$ cat src/rtl/exc_arb_pkg.sv
package exc_arb_pkg;
  localparam int EXC_KINDS = 4;
  localparam int VEC_W     = $clog2(EXC_KINDS);

  typedef enum logic [1:0] {
    VEC_RESET = 2'd0,
    VEC_TRACE = 2'd1,
    VEC_IRQ   = 2'd2,
    VEC_TRAP  = 2'd3
  } exc_vec_e;

  // Bit index of a one-hot grant, 0 when none is set.
  function automatic logic [VEC_W-1:0] onehot_to_code(input logic [EXC_KINDS-1:0] oh);
    logic [VEC_W-1:0] c;
    c = '0;
    for (int i = 0; i < EXC_KINDS; i++)
      if (oh[i]) c = c | VEC_W'(i);
    return c;
  endfunction

  function automatic logic trace_allowed(input logic tbit, input logic [1:0] mode,
                                         input logic [1:0] want, input logic rte);
    return tbit && (mode == want) && !rte;
  endfunction

  function automatic logic irq_allowed(input logic irq, input logic ctl, input logic after_rst);
    return irq && !ctl && !after_rst;
  endfunction
endpackage

$ cat src/rtl/exc_res_sync.sv
module exc_res_sync #(
  parameter int STAGES = 2
) (
  input  logic clk,
  input  logic rst_n,
  input  logic pin_i,
  output logic sync_o,
  output logic rise_o
);
  logic [STAGES-1:0] chain_q;
  logic              last_q;

  generate
    if (STAGES == 1) begin : g_single
      always_ff @(posedge clk or negedge rst_n)
        if (!rst_n) chain_q <= '0;
        else        chain_q <= pin_i;
    end else begin : g_multi
      always_ff @(posedge clk or negedge rst_n)
        if (!rst_n) chain_q <= '0;
        else        chain_q <= {chain_q[STAGES-2:0], pin_i};
    end
  endgenerate

  assign sync_o = chain_q[STAGES-1];

  always_ff @(posedge clk or negedge rst_n)
    if (!rst_n) last_q <= 1'b0;
    else        last_q <= sync_o;

  assign rise_o = sync_o & ~last_q;
endmodule

$ cat src/rtl/exc_pend_state.sv
module exc_pend_state
  import exc_arb_pkg::*;
(
  input  logic                 clk,
  input  logic                 rst_n,
  input  logic                 in_reset_i,
  input  logic                 rise_i,
  input  logic                 wdt_i,
  input  logic                 bnd_i,
  input  logic                 trap_i,
  input  logic [EXC_KINDS-1:0] grant_i,
  output logic                 rst_pend_o,
  output logic                 after_rst_o,
  output logic                 trap_pend_o
);
  logic took_rst, took_trap;
  assign took_rst  = grant_i[int'(VEC_RESET)];
  assign took_trap = grant_i[int'(VEC_TRAP)];

  always_ff @(posedge clk or negedge rst_n) begin
    if (!rst_n) begin
      rst_pend_o  <= 1'b0;
      after_rst_o <= 1'b0;
      trap_pend_o <= 1'b0;
    end else if (in_reset_i) begin
      rst_pend_o  <= 1'b0;
      after_rst_o <= 1'b0;
      trap_pend_o <= 1'b0;
    end else begin
      rst_pend_o <= (rst_pend_o & ~took_rst) | rise_i | wdt_i;
      if (took_rst)   after_rst_o <= 1'b1;
      else if (bnd_i) after_rst_o <= 1'b0;
      if (took_rst || took_trap) trap_pend_o <= 1'b0;
      else                       trap_pend_o <= trap_pend_o | trap_i;
    end
  end
endmodule

$ cat src/rtl/exc_prio_sel.sv
module exc_prio_sel #(
  parameter int N = 4
) (
  input  logic [N-1:0] req_i,
  output logic [N-1:0] gnt_o
);
  logic [N:0] taken;
  assign taken[0] = 1'b0;

  generate
    for (genvar g = 0; g < N; g++) begin : g_slot
      assign gnt_o[g]     = req_i[g] & ~taken[g];
      assign taken[g + 1] = taken[g] | req_i[g];
    end
  endgenerate
endmodule

$ cat src/rtl/exc_arbiter.sv
module exc_arbiter
  import exc_arb_pkg::*;
#(
  parameter int         SYNC_STAGES = 2,
  parameter logic [1:0] TRACE_MODE  = 2'd2
) (
  input  logic                 clk,
  input  logic                 rst_n,
  input  logic                 res_pin_i,
  input  logic                 wdt_ovf_i,
  input  logic                 trace_en_i,
  input  logic [1:0]           intm_i,
  input  logic                 irq_i,
  input  logic                 trap_i,
  input  logic                 bnd_i,
  input  logic                 bnd_ctl_i,
  input  logic                 bnd_rte_i,
  output logic [EXC_KINDS-1:0] grant_o,
  output logic [VEC_W-1:0]     vec_o,
  output logic                 vec_valid_o,
  output logic                 in_reset_o
);
  logic res_sync, res_rise;
  logic rst_pend, after_rst, trap_pend;
  logic bnd_live, trace_req, irq_req, trap_req;
  logic [EXC_KINDS-1:0] req;

  exc_res_sync #(.STAGES(SYNC_STAGES)) u_sync (
    .clk    (clk),
    .rst_n  (rst_n),
    .pin_i  (res_pin_i),
    .sync_o (res_sync),
    .rise_o (res_rise)
  );

  assign in_reset_o = ~res_sync;

  exc_pend_state u_pend (
    .clk         (clk),
    .rst_n       (rst_n),
    .in_reset_i  (in_reset_o),
    .rise_i      (res_rise),
    .wdt_i       (wdt_ovf_i),
    .bnd_i       (bnd_i),
    .trap_i      (trap_i),
    .grant_i     (grant_o),
    .rst_pend_o  (rst_pend),
    .after_rst_o (after_rst),
    .trap_pend_o (trap_pend)
  );

  assign bnd_live  = bnd_i & ~in_reset_o;
  assign trace_req = bnd_live & trace_allowed(trace_en_i, intm_i, TRACE_MODE, bnd_rte_i);
  assign irq_req   = bnd_live & irq_allowed(irq_i, bnd_ctl_i, after_rst);
  assign trap_req  = bnd_live & (trap_pend | trap_i);

  always_comb begin
    req                  = '0;
    req[int'(VEC_RESET)] = rst_pend & ~in_reset_o;
    req[int'(VEC_TRACE)] = trace_req;
    req[int'(VEC_IRQ)]   = irq_req;
    req[int'(VEC_TRAP)]  = trap_req;
  end

  exc_prio_sel #(.N(EXC_KINDS)) u_prio (
    .req_i (req),
    .gnt_o (grant_o)
  );

  assign vec_o       = onehot_to_code(grant_o);
  assign vec_valid_o = |grant_o;
endmodule

$ cat config.mk
export PLATFORM = sky130hd
export DESIGN_NAME = exc_arbiter
export DESIGN_NICKNAME = d
export VERILOG_FILES = /design/src/rtl/exc_arb_pkg.sv /design/src/rtl/exc_res_sync.sv /design/src/rtl/exc_pend_state.sv /design/src/rtl/exc_prio_sel.sv /design/src/rtl/exc_arbiter.sv
export SDC_FILE = /design/constraint.sdc
export NUM_CORES = 1
export LEC_CHECK = 0
export BUFFER_PORTS_ARGS = -buffer_cell sky130_fd_sc_hd__buf_2
export CAP_MARGIN = 20
export CORE_AREA = 2 2 39 41
export DETAILED_ROUTE_END_ITERATION = 10
export DIE_AREA = 0 0 41 43
export HOLD_SLACK_MARGIN = 0.03
export PLACE_DENSITY = 0.44
export SETUP_SLACK_MARGIN = 0.05
export SYNTH_ARGS = -nofsm -noshare
export SYNTH_HDL_FRONTEND = slang
export SYNTH_SLANG_ARGS = --single-unit
$ cat constraint.sdc
create_clock -name clk -period 1.2 [get_ports clk]
set_clock_uncertainty 0.05 [all_clocks]
set_input_delay 0.06 -clock clk [delete_from_list [all_inputs] [get_ports clk]]
set_output_delay 0.06 -clock clk [all_outputs]
set_load 0.01 [all_outputs]
Yosys cells after proc, flatten, opt, wreduce, memory -nomap -nowiden:

Cells that the tools add are included.

* reduce and logical (&&, ||, !) cells: 9
* bitwise gates (word level): 20
* eq/ne operators: 2
* muxes and demuxes: 9

Operator list (count)
* bitwise AND 1 bit: 10
* two-way mux 1 bit: 7
* inverter 1 bit: 5
* OR 1 bit: 5
* logical AND 1 bit: 4
* two-way mux 2 bit: 2
* OR reduction 4 bit: 1
* zero test 1 bit: 3
* inequality test 3 x 2 -> 1 bit (second input constant): 1
* equality test 2 bit (second input constant): 1
* logical OR 1 bit: 1

* flip-flop bits (word level): 6
* logic and storage cells: 45
* output and inout port bits: 8
* input bits: 12

Depth between registers and ports, before layout:

Gate-level depths: netlist of the first run.

* depth in word-level cells: 11
* depth in mapped cells: 3
* gate-level depth less buffers: 3

Hierarchy:

From an unflattened synthesis of the first run, not the netlist that was laid out.

* cell total of the unflattened synthesis: 30
* area, all modules: 310.3 µm²

By module, submodules not included
* exc_pend_state: cells an instance 11, times used 1, sequential area each 75.1 µm², area each 121.4 µm²
* exc_res_sync: cells an instance 4, times used 1, sequential area each 75.1 µm², area each 88.8 µm²
* exc_arbiter: cells an instance 11, times used 1, sequential area each 0.0 µm², area each 63.8 µm²
* exc_prio_sel: cells an instance 4, times used 1, sequential area each 0.0 µm², area each 36.3 µm²

Worst setup path before layout of the first run:

OpenSTA, ideal clock, no wires.

* path kind: register to output
* from: register u_pend.after_rst_o
* to: output port vec_valid_o
* data arrival time: 1090 ps
* required time: 1090 ps
* setup slack: 0 ps
* path buffers: 0
* cell stages (with the launch flop): 4
* cells stage by stage: dfrtp_1 -> or3b_4 -> nor3b_1 -> o211ai_2

* longest elaborated chain between the ends: 7
* elaborated cells between the ends (all ways): 8
* classes of those cells: bitwise: 5; reduce/logical: 3

Ends and longest elaborated chain
* start, declared: RTL line exc_pend_state.sv:13 `output logic after_rst_o,`
* start signal, assigned: RTL line exc_pend_state.sv:23 `after_rst_o <= 1'b0;`
* start signal, assigned: RTL line exc_pend_state.sv:27 `after_rst_o <= 1'b0;`
* start signal, assigned: RTL line exc_pend_state.sv:31 `if (took_rst) after_rst_o <= 1'b1;`
* zero test 1 bit *: RTL line exc_arb_pkg.sv:27 `return irq && !ctl && !after_rst;`
* logical AND 1 bit *: RTL line exc_arb_pkg.sv:27
* bitwise AND 1 bit *: RTL line exc_arbiter.sv:54 `assign irq_req = bnd_live & irq_allowed(irq_i, bnd_ctl_i, after_rst);`
* OR 1 bit: RTL line exc_prio_sel.sv:13 `assign taken[g + 1] = taken[g] | req_i[g];`
* inverter 1 bit: RTL line exc_prio_sel.sv:12 `assign gnt_o[g] = req_i[g] & ~taken[g];`
* bitwise AND 1 bit: RTL line exc_prio_sel.sv:12
* OR reduction 4 bit *: RTL line exc_arbiter.sv:71 `assign vec_valid_o = |grant_o;`
* end, declared: RTL line exc_arbiter.sv:20 `output logic vec_valid_o,`

Mark *: on every way between the ends. The rest lies on a longest branch, timed or not.

Worst setup path after layout of the first run:

Same ends and word-level chain as after synthesis.

==> flow_summary.yaml, run 1 <==
global_routing:
  grt_util_met1_pct: 12.2
  antenna_found_initial: 0
  grt_usage_pct: 10.0
  grt_start_max_net_pins: 7
  grt_pass1_wl_um: 1210
  grt_use_met3_pct: 2.09
  gr-total-overflow: 0
  top_usage_layer: "met2"
  grtUsageMet2_pct: 15.3
  grt_pass1_vias: 315
critical_path:
  worstPathMaxFanout: 4
  slowest_delay_ns: 0.39
  cp-end-kind: "primary output"
  crit_type: "flop to primary output"
  cp.arrival_ns: 1.43
  slowest_stage: "or3b_4"
  cp_cell_sequence: "or3b_4 -> nor3b_4 -> o211ai_2 -> buf_2"
  ff2ff_setup_slack_ns: 0.03
  cp.required_ns: 1.09
  start_kind: "flop"
yosys:
  netlist_instances: 29
  syn-num-nets: 41
  synthSimpleGateAreaFrac_pct: 25.0
  ys_ff_latch: 6
  synth_area_sq_um: 285
  seq_area_frac_synth_pct: 52.6
  synth_top_family_by_area: "simple AND/OR/NAND/NOR gates"
  synth_xor_xnor_area_share_pct: 0
  synth_compound_area_share_pct: 17.1
  synthAdderAreaFrac_pct: 0
  postSynthAreaPerCell_sq_um: 9.84
  yosysUniqueCellTypes: 17
  muxShareOfSynthArea_pct: 0
  yosysWarnings: 0
floorplanning:
  design.core.area_sq_um: 1380
  die_x_um: 41
  die_h_um: 43
  die_area_sq_um: 1760
  rows: 14
  start_util_pct: 20.6
  pin_count: 20
final_layout:
  drive_above_1_share_pct: 55.7
  postLayoutCoreUtil_pct: 37.9
  fillers: 155
  nets: 75
  syn2layout_area_growth_pct: 83.8
  multi_input_area_sq_um: 136
  regArea_sq_um: 150
  diodes: 0
  finalInstanceArea_sq_um: 524
power_and_ir_drop:
  leakagePower_nw: 0.280
  ir_drop_mv: 0.551
  fin_total_pwr_uw: 506
  p_per_area_nw_per_um2: 965
sta:
  hold_slack_ns: 0.0803
  setup_viol: 6
  fmax_mhz: 648
  setup_slack_ns: -0.343
  slew_viol_final: 0
  max-slew-margin-rel_pct: 87.7
  worst_slew_pin_slew_ns: 0.185
  hold_violations: 0
  finalCriticalPeriod_ns: 1.54
  grt_setup_unrepaired: "yes"
  final.period_utilization_pct: 129
run_status:
  violations: "negative setup slack"
  status: "finished with violations"
clock_tree:
  cts_buffers: 3
  clk_pin_slew_ns: 0.04
  cts_root_buf: "clkbuf_4"
  cts_sinks: 6
  clk_path_buf_depth: 2
  clk_latency_ns: 0.24
  cts_max_level: 1
  cts_tree: "done"
place:
  dp_slack_ns: -0.122
  hpwl_um: 561
  port_buffers: 19
  post_dp_cell_area_sq_um: 427
  gp_congestion: 0.618
route:
  drtIter0Drc: 2
  final_antenna_net_count: 0
  dr.pass1.iters: 4
  vias: 326
  vias_per_cell: 4.23
  post_drt_wl_per_cell_um: 9.53
  drc_errors: 0
  wl_um: 734
run:
  maxCapViolCount: 0
worst_hold_path:
  hold_path.class: "input pin to flop"
## through the flow
step / TNS, ns / std cells
2_1_floorplan: -0.000297 / 29
3_3_place_gp: -0.141 / 66
3_5_place_dp: -0.186 / 66
4_1_cts: -1.63 / 76
5_1_grt: -1.84 / 77
6_report: -1.41 / 77
## cell type report
type | count | area share [%]
Tap cell | 16 | 3.82
Multi-Input combinational cell | 19 | 26.0
Sequential cell | 6 | 28.6
Timing Repair Buffer | 29 | 34.4
Inverter | 4 | 2.86
Clock buffer | 3 | 4.30
## final timing paths
kind | endpoint | depth (start not counted) | startpoint
hold reg to reg | u_sync.chain_q[1]$_DFF_PN0_ | 0 | u_sync.chain_q[0]$_DFF_PN0_
setup reg to reg | u_pend.trap_pend_o$_DFF_PN0_ | 4 | u_sync.chain_q[1]$_DFF_PN0_
min in group asynchronous | u_pend.rst_pend_o$_DFF_PN0_ | 2 | rst_n
hold / removal | u_pend.after_rst_o$_DFFE_PN0P_ | 3 | bnd_i
setup / recovery | vec_valid_o | 4 | u_pend.after_rst_o$_DFFE_PN0P_
max in group asynchronous | u_pend.trap_pend_o$_DFF_PN0_ | 2 | rst_n
## critical path: cells and delay by family (launching register included)
family	cells	cell delay [ns]
DFF	1	0.37
AOI/OAI and AO/OA	1	0.12
and+or+nand+nor	2	0.56
buffers and inverters	1	0.14
## report_power, final
group / total [mW] / switching (mW) / internal, mW
registers: 0.221 / 0.00722 / 0.214
clock network: 0.180 / 0.0675 / 0.113
logic: 0.104 / 0.0449 / 0.0596
total: 0.506 / 0.120 / 0.386
## registers in the layout, summed over array words and instances (netlist names)
register / cells
u_pend.after_rst_o: 1
u_pend.rst_pend_o: 1
u_pend.trap_pend_o: 1
u_sync.last_q: 1
u_sync.chain_q: 2
## kinds of logic (layout without fill, tap and decap cells)
kind of cell    Yosys count  in the layout
compound gates            7              7
buf+inv                   4             36
flops                     6              6
simple gates             12             12
## repair_timing
item	in CTS	in global routing
buffers inserted	3	1
hold endpoints to repair	9	0
pin swaps	4	2
setup endpoints to repair	6	7
gates resized for setup	1	1
hold buffers	4	0
## placed cells by master, fill, tap and decap left out, types with 2 or more instances in the layout
cell / netlist / layout
dfrtp_1: 6 / 6
buf_4: 0 / 6
nor2_1: 4 / 3
nand2_1: 2 / 2
dlygate4sd3_1: 0 / 4
clkbuf_4: 0 / 3
inv_1: 3 / 3
buf_2: 0 / 19
a21oi_1: 2 / 2
## synthesized netlist by cell type
master | number | area, sq um
dfrtp_1 | 6 | 150
nor2_1 | 4 | 15.0
inv_1 | 3 | 11.3
a21oi_1 | 2 | 10.0
nand2_1 | 2 | 7.51
a211oi_1 | 1 | 7.51
a31oi_1 | 1 | 6.26
inv_2 | 1 | 3.75
nand2b_1 | 1 | 6.26
nand4_1 | 1 | 6.26
nand4bb_1 | 1 | 11.3
nor3b_1 | 1 | 7.51
o211ai_1 | 1 | 7.51
o211ai_2 | 1 | 12.5
o21ai_1 | 1 | 5.00
or2_1 | 1 | 6.26
or3b_4 | 1 | 11.3
## per-layer routing
metal	vias up	wire length [um]
li1	167	-
met1	147	308
met2	12	370
met3	0	55
met4	0	0
met5	-	0
No activity file was read; power rests on OpenSTA's default activity.
==> inputs of run 2 (changes only) <==
--- a/config.mk
+++ b/config.mk
@@ -11,8 +11,9 @@
 export DETAILED_ROUTE_END_ITERATION = 10
 export DIE_AREA = 0 0 41 43
 export HOLD_SLACK_MARGIN = 0.03
-export PLACE_DENSITY = 0.44
+export PLACE_DENSITY = 0.46
 export SETUP_SLACK_MARGIN = 0.05
 export SYNTH_ARGS = -nofsm -noshare
 export SYNTH_HDL_FRONTEND = slang
+export SYNTH_HIERARCHICAL = 1
 export SYNTH_SLANG_ARGS = --single-unit
==> run 2 against run 1 <==
The flow still finishes with violations (negative setup slack). Utilization up 7.8 points. Final area grew 21%. Routed wire length up 4.5%. Critical endpoint unchanged.
==> flow_summary.yaml, run 2 <==
yosys:
  yosysMostFrequentCell: "dfrtp_1"
  synth_commonest_cells: "6 x dfrtp_1, 5 x nor2_1"
  synth.area.top_cells: "dfrtp_1 48%, nor2_1 6.0%, nor4b_2 4.8%"
  ys_ff_latch: 6
  seq_area_frac_synth_pct: 48.4
  synth_xor_xnor_area_share_pct: 0
  yosys.area.top_type: "dfrtp_1"
  synth_top_family_by_area: "simple AND/OR/NAND/NOR gates"
  yosysWarnings: 6
  muxShareOfSynthArea_pct: 0
  postSynthAreaPerCell_sq_um: 10.3
  yosysUniqueCellTypes: 17
  async_flop_share_pct: 100
  ys.flop_type: "dfrtp_1"
  syn-num-nets: 42
  synthSimpleGateAreaFrac_pct: 43.5
  netlist_instances: 30
  synth_area_sq_um: 310
  synth_compound_area_share_pct: 3.23
  synthAdderAreaFrac_pct: 0
  synth_edf_count: 0
  synth_top_area_share_pct: 48.4
sta:
  final.period_utilization_pct: 152
  hold_violations: 0
  setup_slack_ns: -0.626
  max-slew-margin-rel_pct: 82.1
  grt_setup_unrepaired: "yes"
  slew_viol_final: 0
  finalCriticalPeriod_ns: 1.83
  fmax_mhz: 548
  worst_slew_pin_slew_ns: 0.267
  setup_viol: 10
floorplanning:
  die_h_um: 43
  design.core.area_sq_um: 1380
  pin_count: 20
  start_util_pct: 22.4
  die_area_sq_um: 1760
  die_x_um: 41
  rows: 14
critical_path:
  cp.arrival_ns: 1.72
  crit_type: "flop to primary output"
  slowest_stage: "dfrtp_1"
  cp.required_ns: 1.09
  cp_cell_sequence: "buf_4 -> buf_6 -> and2_4 -> nor3b_2 -> or2_1 -> or3_4 -> buf_6"
  start_kind: "flop"
  worstPathMaxFanout: 4
  slowest_delay_ns: 0.35
  crit_family: "simple AND/OR/NAND/NOR gates"
  cp.buffers_inverters: 3
  cp-end-kind: "primary output"
  crit_path_frequent_cell: "buf_6"
clock_tree:
  cts_max_level: 1
  clk_path_buf_depth: 2
  cts_sinks: 6
  clk_latency_ns: 0.24
  cts_buffers: 3
  clk_pin_slew_ns: 0.05
  cts_root_buf: "clkbuf_4"
  cts_tree: "done"
route:
  dr.pass1.iters: 1
  final_antenna_net_count: 0
  vias_per_cell: 4.24
  drc_errors: 0
  vias: 335
  post_drt_wl_per_cell_um: 9.71
  wl_um: 767
  drtIter0Drc: 0
power_and_ir_drop:
  internal_power_uw: 421
  p_per_area_nw_per_um2: 881
  clkPwrFrac_pct: 32.5
  combinationalPowerShare_pct: 27.3
  leakagePower_nw: 0.316
  p_switching_uw: 135
  ir_drop_mv: 0.577
  seq_power_share_pct: 40.2
  swShare_pct: 24.3
final_layout:
  largest_reg_flops: 2
  syn2layout_area_growth_pct: 104
  regMostFlops: "u_sync/chain_q"
  drive_above_1_share_pct: 71.4
  final_common_cell: "buf_2"
  nets: 77
  final_cell_mix: "15 x buf_2, 7 x buf_6, 7 x buf_4"
  finalInstanceArea_sq_um: 632
  layout.cells.non_filler: 79
  diodes: 0
place:
  post_dp_cell_area_sq_um: 488
  dp.cells: 68
  port_buffers: 19
  gp_congestion: 0.615
global_routing:
  gr-total-overflow: 0
  antenna_found_initial: 0
  grt_pass1_vias: 312
  grt_usage_pct: 10.6
  grt_pass1_wl_um: 1200
  grt_start_max_net_pins: 7
run_status:
  violations: "negative setup slack"
  status: "finished with violations"
worst_hold_path:
  hold_path.class: "input pin to flop"
run:
  maxCapViolCount: 0
[run 2: worst paths after layout]
path | startpoint | endpoint | slack [ns] | depth (start not counted)
setup reg to reg | u_sync/chain_q[1]$_DFF_PN0_ | u_pend/trap_pend_o$_DFF_PN0_ | -0.29 | 7
setup / recovery | u_sync/chain_q[1]$_DFF_PN0_ | vec_valid_o | -0.63 | 7
max in group asynchronous | rst_n | u_sync/chain_q[1]$_DFF_PN0_ | 0.84 | 2
min in group asynchronous | rst_n | u_pend/rst_pend_o$_DFF_PN0_ | 0.11 | 2
hold / removal | wdt_ovf_i | u_pend/rst_pend_o$_DFF_PN0_ | 0.02 | 3
hold reg to reg | u_sync/chain_q[0]$_DFF_PN0_ | u_sync/chain_q[1]$_DFF_PN0_ | 0.30 | 0
[run 2: power groups by stage]
stage | Combinational (mW) | Sequential, mW | Clock (mW)
CTS | 0.139 | 0.222 | 0.194
global route | 0.167 | 0.224 | 0.201
global placement | 0.107 | 0.225 | 0
detailed placement | 0.107 | 0.225 | 0
floorplan | 0.0572 | 0.225 | 0
finish | 0.152 | 0.224 | 0.181
[run 2: logic make-up after synthesis]
logic type / after synthesis
AND/OR/NAND/NOR: 19
flip-flops: 6
AO/OA/AOI/OAI: 2
buffers and inverters: 3
[run 2: per-stage QoR]
step	worst slack, ns	hold WS (ns)	util [%]	setup TNS (ns)	total power, mW
after floorplan	-0.361	-0.286	-	-0.652	0.282
after global placement	-0.389	-0.160	35.3	-1.39	0.331
after detailed placement	-0.395	-0.156	35.3	-1.40	0.332
after CTS	-0.638	0.0357	42.7	-3.63	0.555
after global routing	-0.705	0.0332	45.7	-4.13	0.592
final	-0.626	0.0208	45.7	-3.49	0.557
[run 2: per-layer routing]
metal,wire (um),global-route usage [%],part of all wire (%),vias up
met5,0,0,0,-
met4,0,10.0,0,0
met3,58,1.57,7.6,0
met2,414,16.3,54,13
met1,295,11.5,38,154
li1,-,-,-,168
[run 2: final cells by class]
cell class                 count  area (sq um)
sequential                     6           150
inverter                       2          12.5
fill                         135           752
clock buffer                   3          22.5
tap                           16          20.0
multi-input combinational     21           200
timing repair buffer          31           226
[run 2: worst reg2reg max path, cell delays in order, from the launching register on]
cell     delay [ns]
dfrtp_1        0.38
buf_4          0.14
buf_6          0.12
and2_4         0.15
nor4b_4        0.26
buf_4          0.16
buf_4          0.10
nor4_2         0.04
[run 2: repair_timing]
action / 4_1_cts / 5_1_grt
endpoints found under the setup margin: 11 / 11
buffers inserted: 3 / 3
hold buffers: 2 / 0
resized for setup: 9 / 5
pin swaps: 3 / 2
endpoints found under the hold margin: 7 / 0
